[config.mk]
export PLATFORM = sky130hd
export DESIGN_NAME = gei_unit
export DESIGN_NICKNAME = d
export VERILOG_FILES = /design/src/rtl/gei_pkg.sv /design/src/rtl/gei_sync.sv /design/src/rtl/gei_edge_detect.sv /design/src/rtl/gei_regfile.sv /design/src/rtl/gei_unit.sv
export SDC_FILE = /design/constraint.sdc
export NUM_CORES = 1
export LEC_CHECK = 0
export BUFFER_PORTS_ARGS = -buffer_cell sky130_fd_sc_hd__buf_2
export CAP_MARGIN = 20
export CORE_MARGIN = 10
export CORE_UTILIZATION = 35
export CTS_CLUSTER_DIAMETER = 30
export CTS_CLUSTER_SIZE = 25
export DETAILED_ROUTE_END_ITERATION = 10
export SYNTH_ARGS = -nofsm -noshare
export SYNTH_HDL_FRONTEND = slang
export SYNTH_SLANG_ARGS = --single-unit
[constraint.sdc]
create_clock -name clk_i -period 1.95 [get_ports clk_i]
set_clock_uncertainty 0.2 [all_clocks]
set_input_delay 0.195 -clock clk_i [delete_from_list [all_inputs] [get_ports clk_i]]
set_output_delay 0.195 -clock clk_i [all_outputs]
set_load 0.01 [all_outputs]
[src/rtl/gei_pkg.sv]
package gei_pkg;

    localparam int unsigned GEI_ADDR_W = 4;

    localparam logic [GEI_ADDR_W-1:0] OFS_RISE = 4'h0;
    localparam logic [GEI_ADDR_W-1:0] OFS_FALL = 4'h4;
    localparam logic [GEI_ADDR_W-1:0] OFS_STAT = 4'h8;

    typedef enum logic [1:0] {
        SEL_RISE = 2'd0,
        SEL_FALL = 2'd1,
        SEL_STAT = 2'd2,
        SEL_NONE = 2'd3
    } gei_sel_e;

    function automatic gei_sel_e gei_decode(input logic [GEI_ADDR_W-1:0] addr);
        gei_sel_e sel;
        case (addr)
            OFS_RISE: sel = SEL_RISE;
            OFS_FALL: sel = SEL_FALL;
            OFS_STAT: sel = SEL_STAT;
            default:  sel = SEL_NONE;
        endcase
        return sel;
    endfunction

endpackage

[src/rtl/gei_sync.sv]
module gei_sync #(
    parameter int unsigned WIDTH  = 28,
    parameter int unsigned STAGES = 2
) (
    input  logic             clk_i,
    input  logic             rst_ni,
    input  logic [WIDTH-1:0] async_i,
    output logic [WIDTH-1:0] sync_o
);

    logic [WIDTH-1:0] stage_q [STAGES];
    logic [WIDTH-1:0] stage_d [STAGES];

    generate
        for (genvar s = 0; s < STAGES; s++) begin : g_stage
            if (s == 0) begin : g_first
                assign stage_d[s] = async_i;
            end else begin : g_next
                assign stage_d[s] = stage_q[s-1];
            end

            always_ff @(posedge clk_i or negedge rst_ni) begin
                if (!rst_ni) begin
                    stage_q[s] <= '0;
                end else begin
                    stage_q[s] <= stage_d[s];
                end
            end
        end
    endgenerate

    assign sync_o = stage_q[STAGES-1];

endmodule

[src/rtl/gei_edge_detect.sv]
module gei_edge_detect #(
    parameter int unsigned WIDTH = 28
) (
    input  logic             clk_i,
    input  logic             rst_ni,
    input  logic [WIDTH-1:0] level_i,
    input  logic [WIDTH-1:0] rise_en_i,
    input  logic [WIDTH-1:0] fall_en_i,
    output logic [WIDTH-1:0] hit_o
);

    typedef struct packed {
        logic [WIDTH-1:0] prev;
    } edge_state_t;

    edge_state_t st_d, st_q;
    logic [WIDTH-1:0] up_w, down_w;

    always_comb begin
        st_d      = st_q;
        st_d.prev = level_i;
        up_w      = level_i & ~st_q.prev;
        down_w    = ~level_i & st_q.prev;
        hit_o     = (up_w & rise_en_i) | (down_w & fall_en_i);
    end

    always_ff @(posedge clk_i or negedge rst_ni) begin
        if (!rst_ni) begin
            st_q <= '0;
        end else begin
            st_q <= st_d;
        end
    end

endmodule

[src/rtl/gei_regfile.sv]
module gei_regfile
    import gei_pkg::*;
#(
    parameter int unsigned WIDTH = 28
) (
    input  logic                  clk_i,
    input  logic                  rst_ni,
    input  logic                  wr_i,
    input  logic [GEI_ADDR_W-1:0] addr_i,
    input  logic [WIDTH-1:0]      wdata_i,
    output logic [WIDTH-1:0]      rdata_o,
    input  logic [WIDTH-1:0]      hit_i,
    output logic [WIDTH-1:0]      rise_en_o,
    output logic [WIDTH-1:0]      fall_en_o,
    output logic [WIDTH-1:0]      status_o
);

    typedef struct packed {
        logic [WIDTH-1:0] rise;
        logic [WIDTH-1:0] fall;
        logic [WIDTH-1:0] stat;
    } reg_state_t;

    reg_state_t st_d, st_q;
    gei_sel_e   sel_w;
    logic [WIDTH-1:0] clr_w;

    always_comb begin
        st_d  = st_q;
        sel_w = gei_decode(addr_i);
        clr_w = '0;

        if (wr_i) begin
            unique case (sel_w)
                SEL_RISE: st_d.rise = wdata_i;
                SEL_FALL: st_d.fall = wdata_i;
                SEL_STAT: clr_w     = wdata_i;
                default:  ;
            endcase
        end

        // a fresh hit wins over a clear in the same cycle
        st_d.stat = (st_q.stat & ~clr_w) | hit_i;

        unique case (sel_w)
            SEL_RISE: rdata_o = st_q.rise;
            SEL_FALL: rdata_o = st_q.fall;
            SEL_STAT: rdata_o = st_q.stat;
            default:  rdata_o = '0;
        endcase
    end

    always_ff @(posedge clk_i or negedge rst_ni) begin
        if (!rst_ni) begin
            st_q <= '0;
        end else begin
            st_q <= st_d;
        end
    end

    assign rise_en_o = st_q.rise;
    assign fall_en_o = st_q.fall;
    assign status_o  = st_q.stat;

endmodule

[src/rtl/gei_unit.sv]
module gei_unit
    import gei_pkg::*;
#(
    parameter int unsigned NUM_PINS   = 28,
    parameter int unsigned NUM_DEDIC  = 8,
    parameter int unsigned SYNC_DEPTH = 2
) (
    input  logic                  clk_i,
    input  logic                  rst_ni,
    input  logic [NUM_PINS-1:0]   pins_i,
    input  logic                  reg_wr_i,
    input  logic [GEI_ADDR_W-1:0] reg_addr_i,
    input  logic [NUM_PINS-1:0]   reg_wdata_i,
    output logic [NUM_PINS-1:0]   reg_rdata_o,
    output logic [NUM_DEDIC-1:0]  irq_pin_o,
    output logic                  irq_sum_o
);

    logic [NUM_PINS-1:0] sync_w;
    logic [NUM_PINS-1:0] hit_w;
    logic [NUM_PINS-1:0] rise_en_w;
    logic [NUM_PINS-1:0] fall_en_w;
    logic [NUM_PINS-1:0] status_w;

    gei_sync #(
        .WIDTH  (NUM_PINS),
        .STAGES (SYNC_DEPTH)
    ) u_sync (
        .clk_i   (clk_i),
        .rst_ni  (rst_ni),
        .async_i (pins_i),
        .sync_o  (sync_w)
    );

    gei_edge_detect #(
        .WIDTH (NUM_PINS)
    ) u_edge (
        .clk_i     (clk_i),
        .rst_ni    (rst_ni),
        .level_i   (sync_w),
        .rise_en_i (rise_en_w),
        .fall_en_i (fall_en_w),
        .hit_o     (hit_w)
    );

    gei_regfile #(
        .WIDTH (NUM_PINS)
    ) u_regs (
        .clk_i     (clk_i),
        .rst_ni    (rst_ni),
        .wr_i      (reg_wr_i),
        .addr_i    (reg_addr_i),
        .wdata_i   (reg_wdata_i),
        .rdata_o   (reg_rdata_o),
        .hit_i     (hit_w),
        .rise_en_o (rise_en_w),
        .fall_en_o (fall_en_w),
        .status_o  (status_w)
    );

    generate
        for (genvar i = 0; i < NUM_DEDIC; i++) begin : g_dedic
            assign irq_pin_o[i] = status_w[i];
        end
    endgenerate

    assign irq_sum_o = |status_w;

endmodule

==> out/qor.yml <==
status:
  status: "finished, violations left"
  failed_checks: "negative setup slack"
finish:
  fin_cells: 876
  fin_util: 0.475
  nFillCells: 1588
  drive_gt1_frac: 0.337
  diodes: 0
  fin_nets: 698
  syn_to_final_growth_pct: 32.9
die:
  start_util: 0.358
  io_pins: 100
  dieWidth_um: 156
  fp.coreArea_sq_um: 18000
  rows: 49
  die_y_um: 156
  die-area_sq_um: 24300
routing:
  first_pass_iters: 6
  ant_nets: 0
  drtIter0Drc: 259
  wirelength_um: 15900
  vias: 4407
  drcViolationCount: 0
  avgRoutedWirePerCell_um: 18.1
  viasPerCell: 5.03
place:
  pre_cts_ws_ns: 0.0280
  gp_congestion: 0.771
  place_hpwl_um: 10500
  port_buffers: 99
  dpl.cell_count: 782
critical_path:
  critical_path_class: "register to output pin"
  worstPathCellList: "nor4_2 -> buf_4 -> and4_4 -> nand4_1 -> buf_2"
  r2r-start: "u_regs.status_o[1]"
  worstSetupPathDepth: 5
  cp_max_fo: 2
  end_kind: "output pin"
  cpPeakStageDelay_ns: 0.39
  cp.required_ns: 1.55
  cp_num_buf_inv: 2
  worst_ep_arrival_time_ns: 1.77
  cp_slowest_cell: "dfrtp_1"
  ff2ff_setup_slack_ns: 0.65
  cp_top_family: "simple AND/OR/NAND/NOR gates"
  cp-startpoint: "u_regs.status_o[16]"
  cp-start-kind: "register"
  r2r_cells: 5
timing:
  setup_viol_count_final: 3
  slew_headroom: 0.694
  rsz0062_at_grt: "true"
  final.setup.tns_ns: -0.362
  worstMarginPinSlew_ns: 0.459
  drv_slew: 0
  hold_viol_final: 0
  finalCritPeriodShare: 1.11
  min_period_ns: 2.16
  max_freq_mhz: 462
  finalWorstSetupSlack_ns: -0.213
clock_network:
  cts_num_sinks: 168
  ctsLongestPathBuffers: 2
  clk_latency_ns: 0.42
  htree_levels: 4
  clk_pin_slew_ns: 0.06
  cts-root-buf: "clkbuf_16"
  cts_tree: "done"
  cts_buffers: 17
yosys:
  synth-seq-cells: 168
  yosysSeqAreaShare: 0.652
  syn-num-nets: 523
  async_reset_ff_frac: 1.00
  synth_edf_count: 0
  ys_warn_count: 0
  avgSynthCellArea_sq_um: 14.0
  ys_types: 23
  syn_area_sq_um: 6450
  synth_cells: 460
  ys.flop_type: "dfrtp_1"
grt:
  overflow: 0
  grt_use_total: 0.134
  grt_max_degree: 45
  antenna_found_initial: 0
  grt_pass1_vias: 4773
  grt_pass1_wl_um: 25700
power_and_ir_drop:
  p_clk_frac: 0.391
  pwr-share-comb: 0.111
  leakage_nw: 4.04
  switching_share: 0.240
  p_sw_w: 0.00202
  max-vdd-ir-drop_mv: 1.15
  seqPwrFrac: 0.498
  power_density_nw_per_um2: 983
  p_int_w: 0.00640
  power_w: 0.00842
job:
  drv_cap: 0
hold_path:
  hold_path_class: "primary input to asynchronous set/reset pin"
## synth_stat cells (7+ instances only)
library cell,number,area (sq um)
a21o_1,28,210
a222oi_1,28,280
buf_2,8,40.0
buf_4,8,60.1
dfrtp_1,168,4200
inv_1,42,158
mux2_2,36,405
mux2_4,20,300
nand2_1,29,109
nand3_1,14,70.1
nand3b_1,28,210
nor4_1,7,43.8
o21ai_0,14,70.1
o221ai_1,14,123
## power by group through the flow
stage / registers [W] / logic (W) / clock network, W
detailed placement: 0.00424 / 0.000856 / 0
finish: 0.00419 / 0.000938 / 0.00329
global route: 0.00423 / 0.00103 / 0.00353
floorplan: 0.00415 / 0.000536 / 0
CTS: 0.00419 / 0.000954 / 0.00339
global placement: 0.00421 / 0.000815 / 0
## cell usage in the layout, fill, tap and decap left out, types with 17 or more instances in the layout
master         count
dfrtp_1          166
a21o_1            28
mux2_4            20
a222oi_1          28
nand2_1           29
buf_2             97
inv_1             42
mux2_2            36
dlygate4sd3_1     58
clkbuf_16         17
nand3b_1          28
## flip-flops by register name, indices dropped and copies added (netlist names)
signal,cells
u_regs.status_o,28
u_sync.stage_d,28
u_edge.st_q,28
u_sync.sync_o,28
u_regs.rise_en_o,28
u_regs.fall_en_o,28
## layer usage
metal	vias to the layer above	part of all wire	global-route usage
met3	12	0.058	0.0408
met2	128	0.50	0.217
met1	2251	0.43	0.166
met5	-	0	0
li1	2016	-	-
met4	0	0.0091	0.0468
## repair_timing
| action | CTS | global route |
|---|---|---|
| pin swaps | 3 | 5 |
| resized for setup | 6 | 4 |
| setup endpoints to repair | 4 | 10 |
| hold buffers | 58 | 0 |
| setup buffers | 3 | 2 |
| hold endpoints to repair | 279 | 0 |
## layout make-up
cell class | count | area [sq um] | share of cell area
Clock buffer | 21 | 460 | 0.0537
Multi-Input combinational cell | 225 | 1940 | 0.226
Timing Repair Buffer | 181 | 1400 | 0.163
Clock inverter | 10 | 123 | 0.0143
Inverter | 42 | 158 | 0.0184
Tap cell | 229 | 287 | 0.0334
Sequential cell | 168 | 4210 | 0.491
## cells by family after synthesis
group | after synthesis | share of synthesized area
DFF | 168 | 0.652
and+or+nand+nor | 85 | 0.0828
AOI/OAI and AO/OA | 84 | 0.106
buffers and inverters | 67 | 0.0499
muxes | 56 | 0.109
## worst reg2reg max path, stage by stage (launching register included)
cell,delay (ns)
dfrtp_1,0.39
buf_4,0.14
buf_6,0.11
inv_1,0.05
o221ai_1,0.13
a21o_1,0.17
## through the flow
step                cell area [sq um]  hold WS [ns]
global route                     8570        0.0955
finish                           8570        0.0601
CTS                              8540        0.0597
global placement                 7330       -0.0495
detailed placement               7330       -0.0450
floorplan                        6450        -0.301
## path summary, 6_finish.rpt
kind,endpoint
max,irq_sum_o
min in group clk_i,u_sync.sync_o[3]
max reg2reg,u_regs.status_o[1]
min reg2reg,u_sync.sync_o[3]
min,u_sync.stage_d[2]
max in group asynchronous,u_regs.rise_en_o[23]
No activity file was read; power rests on OpenSTA's default activity.
